$ cat config.mk
export PLATFORM = sky130hd
export DESIGN_NAME = sprite_dma
export DESIGN_NICKNAME = d
export VERILOG_FILES = /design/src/rtl/sprite_dma_pkg.sv /design/src/rtl/sprite_dma_pacer.sv /design/src/rtl/sprite_dma_cursor.sv /design/src/rtl/sprite_dma_writer.sv /design/src/rtl/sprite_dma.sv
export SDC_FILE = /design/constraint.sdc
export NUM_CORES = 1
export LEC_CHECK = 0
export BUFFER_PORTS_ARGS = -buffer_cell sky130_fd_sc_hd__buf_2
export CORE_MARGIN = 3
export CORE_UTILIZATION = 52
export DETAILED_ROUTE_END_ITERATION = 12
export PLACE_DENSITY_LB_ADDON = 0.3
export SYNTH_ARGS = -nofsm -noshare
export SYNTH_HDL_FRONTEND = slang
export SYNTH_SLANG_ARGS = --single-unit
$ cat constraint.sdc
create_clock -name clk -period 2.76 [get_ports clk]
set_clock_uncertainty 0.1 [all_clocks]
set_input_delay 0.552 -clock clk [delete_from_list [all_inputs] [get_ports clk]]
set_output_delay 0.552 -clock clk [all_outputs]
set_load 0.02 [all_outputs]
$ cat src/rtl/sprite_dma_pkg.sv
package sprite_dma_pkg;

    typedef enum logic {
        PH_IDLE = 1'b0,
        PH_RUN  = 1'b1
    } dma_phase_e;

    localparam int unsigned DEF_ADDR_W      = 16;
    localparam int unsigned DEF_DATA_W      = 8;
    localparam int unsigned DEF_XFER_LEN    = 160;
    localparam int unsigned DEF_FIRST_DELAY = 8;
    localparam int unsigned DEF_STEP_DELAY  = 4;

    function automatic int unsigned max_u(input int unsigned a, input int unsigned b);
        return (a > b) ? a : b;
    endfunction

endpackage

$ cat src/rtl/sprite_dma_pacer.sv
module sprite_dma_pacer
    import sprite_dma_pkg::*;
#(
    parameter int unsigned FIRST_DELAY = DEF_FIRST_DELAY,
    parameter int unsigned STEP_DELAY  = DEF_STEP_DELAY
) (
    input  logic       clk,
    input  logic       rst_n,
    input  logic       launch_i,
    input  logic       last_i,
    output logic       step_o,
    output dma_phase_e phase_o
);

    localparam int unsigned MAX_DLY = max_u(FIRST_DELAY, STEP_DELAY);
    localparam int unsigned TICK_W  = $clog2(MAX_DLY) + 1;
    localparam logic [TICK_W-1:0] FIRST_LOAD = TICK_W'(FIRST_DELAY - 1);
    localparam logic [TICK_W-1:0] STEP_LOAD  = TICK_W'(STEP_DELAY - 1);

    typedef struct packed {
        dma_phase_e        phase;
        logic [TICK_W-1:0] tick;
    } pacer_t;

    pacer_t pac_d, pac_q;
    logic   step_d;

    always_comb begin
        pac_d  = pac_q;
        step_d = (pac_q.phase == PH_RUN) && (pac_q.tick == '0) && !launch_i;
        if (launch_i) begin
            pac_d.phase = PH_RUN;
            pac_d.tick  = FIRST_LOAD;
        end else if (step_d) begin
            if (last_i) begin
                pac_d.phase = PH_IDLE;
                pac_d.tick  = '0;
            end else begin
                pac_d.tick  = STEP_LOAD;
            end
        end else if (pac_q.phase == PH_RUN) begin
            pac_d.tick = pac_q.tick - 1'b1;
        end
    end

    always_ff @(posedge clk) begin
        if (!rst_n) begin
            pac_q <= '{phase: PH_IDLE, tick: '0};
        end else begin
            pac_q <= pac_d;
        end
    end

    assign step_o  = step_d;
    assign phase_o = pac_q.phase;


    step_spacing_chk: assert property (@(posedge clk) disable iff (!rst_n)
        step_o |=> !step_o);


    idle_tick_chk: assert property (@(posedge clk) disable iff (!rst_n)
        (pac_q.phase == PH_IDLE) |-> (pac_q.tick == '0) && !step_o);

endmodule

$ cat src/rtl/sprite_dma_cursor.sv
module sprite_dma_cursor
    import sprite_dma_pkg::*;
#(
    parameter int unsigned ADDR_W   = DEF_ADDR_W,
    parameter int unsigned XFER_LEN = DEF_XFER_LEN
) (
    input  logic              clk,
    input  logic              rst_n,
    input  logic              launch_i,
    input  logic [ADDR_W-1:0] base_i,
    input  logic              step_i,
    output logic [ADDR_W-1:0] src_o,
    output logic [$clog2(XFER_LEN)-1:0] idx_o,
    output logic              last_o
);

    localparam int unsigned IDX_W = $clog2(XFER_LEN);
    localparam int unsigned CNT_W = $clog2(XFER_LEN + 1);
    localparam logic [CNT_W-1:0] CNT_FULL = CNT_W'(XFER_LEN);

    typedef struct packed {
        logic [ADDR_W-1:0] src;
        logic [IDX_W-1:0]  idx;
        logic [CNT_W-1:0]  left;
    } cursor_t;

    cursor_t cur_d, cur_q;

    always_comb begin
        cur_d = cur_q;
        if (launch_i) begin
            cur_d.src  = base_i;
            cur_d.idx  = '0;
            cur_d.left = CNT_FULL;
        end else if (step_i) begin
            cur_d.src  = cur_q.src + 1'b1;
            cur_d.idx  = cur_q.idx + 1'b1;
            cur_d.left = cur_q.left - 1'b1;
        end
    end

    always_ff @(posedge clk) begin
        if (!rst_n) begin
            cur_q <= '{src: '0, idx: '0, left: '0};
        end else begin
            cur_q <= cur_d;
        end
    end

    assign src_o  = cur_q.src;
    assign idx_o  = cur_q.idx;
    assign last_o = (cur_q.left == CNT_W'(1));


    left_bound_chk: assert property (@(posedge clk) disable iff (!rst_n)
        cur_q.left <= CNT_FULL);


    step_has_work_chk: assert property (@(posedge clk) disable iff (!rst_n)
        step_i |-> (cur_q.left != '0));

endmodule

$ cat src/rtl/sprite_dma_writer.sv
module sprite_dma_writer
    import sprite_dma_pkg::*;
#(
    parameter int unsigned IDX_W  = 8,
    parameter int unsigned DATA_W = DEF_DATA_W
) (
    input  logic              clk,
    input  logic              rst_n,
    input  logic              step_i,
    input  logic [IDX_W-1:0]  idx_i,
    input  logic [DATA_W-1:0] data_i,
    output logic              we_o,
    output logic [IDX_W-1:0]  idx_o,
    output logic [DATA_W-1:0] data_o
);

    typedef struct packed {
        logic              pend;
        logic [IDX_W-1:0]  idx;
        logic [DATA_W-1:0] data;
    } wstage_t;

    wstage_t ws_d, ws_q;

    always_comb begin
        ws_d      = ws_q;
        ws_d.pend = step_i;
        if (step_i) begin
            ws_d.idx  = idx_i;
            ws_d.data = data_i;
        end
    end

    always_ff @(posedge clk) begin
        if (!rst_n) begin
            ws_q <= '{pend: 1'b0, idx: '0, data: '0};
        end else begin
            ws_q <= ws_d;
        end
    end

    assign we_o   = ws_q.pend;
    assign idx_o  = ws_q.idx;
    assign data_o = ws_q.data;

endmodule

$ cat src/rtl/sprite_dma.sv
module sprite_dma
    import sprite_dma_pkg::*;
#(
    parameter int unsigned ADDR_W      = DEF_ADDR_W,
    parameter int unsigned DATA_W      = DEF_DATA_W,
    parameter int unsigned XFER_LEN    = DEF_XFER_LEN,
    parameter int unsigned FIRST_DELAY = DEF_FIRST_DELAY,
    parameter int unsigned STEP_DELAY  = DEF_STEP_DELAY,
    parameter logic [15:0] BASE_LIMIT  = 16'hF100
) (
    input  logic        clk,
    input  logic        rst_n,
    input  logic        start_i,
    input  logic [15:0] base_i,
    output logic        rd_req_o,
    output logic [15:0] rd_addr_o,
    input  logic [7:0]  rd_data_i,
    output logic        oam_we_o,
    output logic [7:0]  oam_addr_o,
    output logic [7:0]  oam_wdata_o,
    output logic        busy_o,
    output logic [15:0] src_addr_o
);

    localparam int unsigned IDX_W = $clog2(XFER_LEN);

    logic              launch;
    logic              step;
    logic              last;
    dma_phase_e        phase;
    logic [ADDR_W-1:0] src;
    logic [IDX_W-1:0]  idx;
    logic              wr_pend;
    logic [IDX_W-1:0]  wr_idx;
    logic [DATA_W-1:0] wr_data;

    assign launch = start_i && (base_i <= BASE_LIMIT);

    sprite_dma_pacer #(
        .FIRST_DELAY (FIRST_DELAY),
        .STEP_DELAY  (STEP_DELAY)
    ) u_pacer (
        .clk      (clk),
        .rst_n    (rst_n),
        .launch_i (launch),
        .last_i   (last),
        .step_o   (step),
        .phase_o  (phase)
    );

    sprite_dma_cursor #(
        .ADDR_W   (ADDR_W),
        .XFER_LEN (XFER_LEN)
    ) u_cursor (
        .clk      (clk),
        .rst_n    (rst_n),
        .launch_i (launch),
        .base_i   (ADDR_W'(base_i)),
        .step_i   (step),
        .src_o    (src),
        .idx_o    (idx),
        .last_o   (last)
    );

    sprite_dma_writer #(
        .IDX_W  (IDX_W),
        .DATA_W (DATA_W)
    ) u_writer (
        .clk    (clk),
        .rst_n  (rst_n),
        .step_i (step),
        .idx_i  (idx),
        .data_i (DATA_W'(rd_data_i)),
        .we_o   (wr_pend),
        .idx_o  (wr_idx),
        .data_o (wr_data)
    );

    assign rd_req_o    = step;
    assign rd_addr_o   = 16'(src);
    assign src_addr_o  = 16'(src);
    assign oam_we_o    = wr_pend;
    assign oam_addr_o  = 8'(wr_idx);
    assign oam_wdata_o = 8'(wr_data);
    assign busy_o      = (phase == PH_RUN) || wr_pend;


    launch_busy_chk: assert property (@(posedge clk) disable iff (!rst_n)
        (start_i && (base_i <= BASE_LIMIT)) |=> busy_o && (src_addr_o == $past(base_i)));


    reject_idle_chk: assert property (@(posedge clk) disable iff (!rst_n)
        (start_i && (base_i > BASE_LIMIT) && !busy_o) |=> !busy_o);


    write_follows_read_chk: assert property (@(posedge clk) disable iff (!rst_n)
        rd_req_o |=> oam_we_o && (oam_wdata_o == $past(rd_data_i)));


    quiet_when_idle_chk: assert property (@(posedge clk) disable iff (!rst_n)
        !busy_o |-> !rd_req_o && !oam_we_o);


    launch_drops_read_chk: assert property (@(posedge clk) disable iff (!rst_n)
        (start_i && (base_i <= BASE_LIMIT)) |-> !rd_req_o);


    src_advance_chk: assert property (@(posedge clk) disable iff (!rst_n)
        rd_req_o |=> (src_addr_o == $past(src_addr_o) + 16'd1));


    reset_quiet_chk: assert property (@(posedge clk)
        !rst_n |=> !busy_o && !rd_req_o && !oam_we_o);

endmodule

### Word level (Yosys, flattened, before mapping)

Index checks and enable logic that the tools add are counted.

* bits in writable memories: 0
* ROM bits: 0
* flip-flop bits (word level): 54
* memories: 0
* output and inout bits: 51
* input bits: 27
* latch bits: 0

* divide/modulo/power cells: 0
* $mul: 0
* order comparisons: 1
* bitwise logic cells: 1
* reductions and logical operators: 12
* $add $sub $neg: 4
* equality and inequality tests: 1
* muxes and demuxes: 8
* shift-type cells: 0

Operator list (count)
* 2-to-1 mux 32 bit: 2
* adder 16 x 1 -> 16 bit, second input constant: 1
* less-or-equal comparator 16 bit, second input constant: 1
* adder 8 x 1 -> 8 bit, second input constant: 1
* equality test 8 x 1 -> 1 bit, second input constant: 1
* 2-to-1 mux 4 bit: 2
* subtractor 8 x 1 -> 8 bit, second input constant: 1
* nonzero test 2 bit: 3
* 2-to-1 mux 5 bit: 1
* logical NOT 4 bit: 1
* subtractor 4 x 1 -> 4 bit, second input constant: 1
* logical AND 1 bit: 3
* nonzero test 3 bit: 1
* 2-to-1 mux 1 bit: 2
* 2-to-1 mux 2 bit: 1
* AND reduction 2 bit: 1
* OR reduction 2 bit: 1
* logical NOT 1 bit: 1
* logical OR 1 bit: 1
* inverter 1 bit: 1

### Logic depth before layout (Yosys ltp)

* word-level depth: 6
* depth in mapped cells: 8

### Modules after synthesis

A second synthesis with hierarchy kept.

* cells, all modules: 312
* area total of the unflattened synthesis: 2829.0 µm²

Modules (own cells, without submodules)
* sprite_dma_cursor: times used 1, cells an instance 205, area each 1720.4 µm²
* sprite_dma_writer: times used 1, cells an instance 53, area each 643.1 µm²
* sprite_dma_pacer: times used 1, cells an instance 29, area each 282.8 µm²
* sprite_dma: times used 1, cells an instance 25, area each 182.7 µm²

### Least setup slack after synthesis

No wires, ideal clock.

* path type: input to output
* start: input base_i[9]
* end: output rd_req_o
* path slack: 0.330 ns
* data arrival time: 1.778 ns
* path buffers: 2
* cell stages on the path: 5
* cells stage by stage: or4b_4 nand3b_4 and3_1 buf_6 buf_8

* cells in the longest elaborated chain, start to end: 4

RTL lines
* start: declaration: RTL line sprite_dma.sv:14 `input logic [15:0] base_i,`
* less-or-equal comparator 16 bit: RTL line sprite_dma.sv:37 `assign launch = start_i && (base_i <= BASE_LIMIT);`
* logical AND 1 bit: RTL line sprite_dma.sv:37
* logical NOT 1 bit: RTL line sprite_dma_pacer.sv:30 `step_d = (pac_q.phase == PH_RUN) && (pac_q.tick == '0) && !launch_i;`
* logical AND 1 bit: RTL line sprite_dma_pacer.sv:30
* end: declaration: RTL line sprite_dma.sv:15 `output logic rd_req_o,`

No other way between the ends.

### Final worst setup path

Ends and elaborated chain as after synthesis.

==> metrics.yaml <==
syn_inst: 333
cp.required_ns: 2.11
die_h_um: 80.26
finalCritPeriodShare_pct: 87.27
crit_top_cell: "buf_2"
ys_ff_latch: 54
synth_area_leaders: "dfxtp_1 38%, buf_4 8.6%, nand2_1 6.4%, mux2i_1 5.6%, xor2_1 4.6%"
die-area_um2: 6442
fmax_mhz: 415.2
clock_tree.root_cell: "clkbuf_8"
clkSlewWorstSetupHoldPaths_ns: 0.10
drc: 0
cts.repair.resized: 0
cts_sinks: 54
ir_worst_vdd_mv: 0.3523
htree_num_levels: 2
crit_fanout: 2
grt_first_pass_wirelength_um: 9742
startpoint_type: "primary input"
ant_nets: 0
holdWs_ns: 0.3594
wl_per_cell_um: 13.83
total_power_mw: 1.605
path_cells: "buf_2 > or4b_4 > nand3b_4 > and3_1 > buf_2"
yosysTopAreaCellShare_pct: 37.70
p_leak_nw: 1.309
ys.warnings.count: 0
hp-class: "reg2reg"
synth_area_leader_cell: "dfxtp_1"
port_buffers: 77
post-dp-hpwl_um: 4519
endpoint_kind: "output port"
cpPeakStageDelay_ns: 0.54
maxSlewViolCount: 0
layout-drive-gt1-share_pct: 27.32
synth_edf_count: 0
via_per_inst: 5.483
nets: 408
finalWirelength_um: 6181
drt_iter0_markers: 131
fin_crit_ns: 2.409
setup_tns_ns: 0
status: "complete, no violations"
path_class: "in2out"
start_util_pct: 55.10
num_vias: 2451
setup_slack_ns: 0.3514
track_usage_pct: 18.91
cts_hold_buffers: 0
slowest_stage: "or4b_4"
synth_fp_nets: 365
placementRows: 26
synth_area_um2: 2868
clk_latency_ns: 0.31
grt_max_degree: 30
die_w_um: 80.26
yosysMostFrequentCell: "dfxtp_1"
async_flop_share_pct: 0
tightest_slew_ns: 0.7193
synth.avg_cell_area_um2: 8.612
grt_setup_unrepaired: "false"
coreArea_um2: 5205
grt_pass1_vias: 2186
finalSetupViolCount: 0
clockBufferDepth: 2
cts_made_buffers: 5
place.gp.congestion: 0.8886
slew_headroom_pct: 52.05
drv_cap: 0
area_growth_syn_to_layout_pct: 10.78
synth.distinct_cells: 45
tritoncts: "done"
place_worst_setup_slack_ns: 0.2686
io_pins: 78
finalHoldViolCount: 0
yosysSeqAreaShare_pct: 37.70
cts_setup_buffers: 0
grt_overflow: 0
synthFlopType: "dfxtp_1"
synthTopCellsByCount: "54 x dfxtp_1, 49 x nand2_1, 33 x buf_4"
antenna_found_initial: 0
diodes: 0
dr.pass1.iters: 5
cp.arrival_ns: 1.76
power.density_nw_per_um2: 505.2
## metrics by stage
step	instances	util, %	instance area (um2)
3_3_place_gp	439	59.13	3078
4_1_cts	447	61.03	3177
6_report	447	61.03	3177
5_1_grt	447	61.03	3177
3_5_place_dp	439	59.13	3078
2_1_floorplan	333	-	2868
## layer usage
layer / GRT usage (%) / routed length (um)
met4: 5.912 / 86
met2: 32.04 / 3030
met3: 4.148 / 366
met5: 0 / 0
met1: 23.81 / 2698
## registers in the layout, indices dropped and copies added (netlist names)
signal           count
u_cursor.idx_o       8
u_cursor.src_o      16
u_writer.we_o        1
u_cursor.cur_q       8
u_pacer.pac_q        4
u_writer.data_o      8
u_pacer.phase_o      1
u_writer.idx_o       8
## path summary, 6_finish.rpt
path                                         from            endpoint  slack, ns  depth (start not counted)
worst min register to register  u_writer.idx_o[7]   u_writer.idx_o[7]       0.36                          2
worst max-delay path                    base_i[9]            rd_req_o       0.35                          5
worst min-delay path            u_writer.idx_o[7]   u_writer.idx_o[7]       0.36                          2
worst max register to register   u_pacer.pac_q[0]  u_cursor.src_o[14]       0.59                          7
## layout by cell type (no fill, tap or decap), types with 10 or more instances in the layout
| cell type | count |
|---|---|
| a211oi_1 | 12 |
| mux2i_1 | 16 |
| xor2_1 | 15 |
| buf_2 | 77 |
| nand2_1 | 49 |
| nand3_1 | 11 |
| buf_4 | 10 |
| nor2_1 | 19 |
| a21oi_1 | 25 |
| dfxtp_1 | 54 |
## power breakdown
part,total [mW],leakage [nW],switching (mW),internal [mW]
clock,0.478,0.0478,0.271,0.207
sequential,0.855,0.442,0.0419,0.813
combinational,0.272,0.820,0.165,0.107
total,1.60,1.31,0.478,1.13
## area by class of cell
cell class	instances	area, um2
Inverter	7	26.28
Timing Repair Buffer	87	460.4
Clock inverter	2	16.27
Tap cell	70	87.58
Sequential cell	54	1081
Fill cell	467	2028
Multi-Input combinational cell	221	1423
Clock buffer	6	82.58
## cell families (layout without fill, tap and decap cells)
family,Yosys count,in the layout,share of synthesized area [%]
AND/OR/NAND/NOR,126,126,23.21
AO/OA/AOI/OAI,50,50,11.30
multiplexers,16,16,5.585
XOR/XNOR,24,24,7.330
buffers and inverters,58,102,12.70
flip-flops,54,54,37.70
adder cells (fa/ha/maj),5,5,2.182
## worst max-delay path, delay by kind of cell
family	cells	cell delay, ns
buffers and inverters	2	0.28
AND/OR/NAND/NOR	3	0.92
No activity file was read; power rests on OpenSTA's default activity.
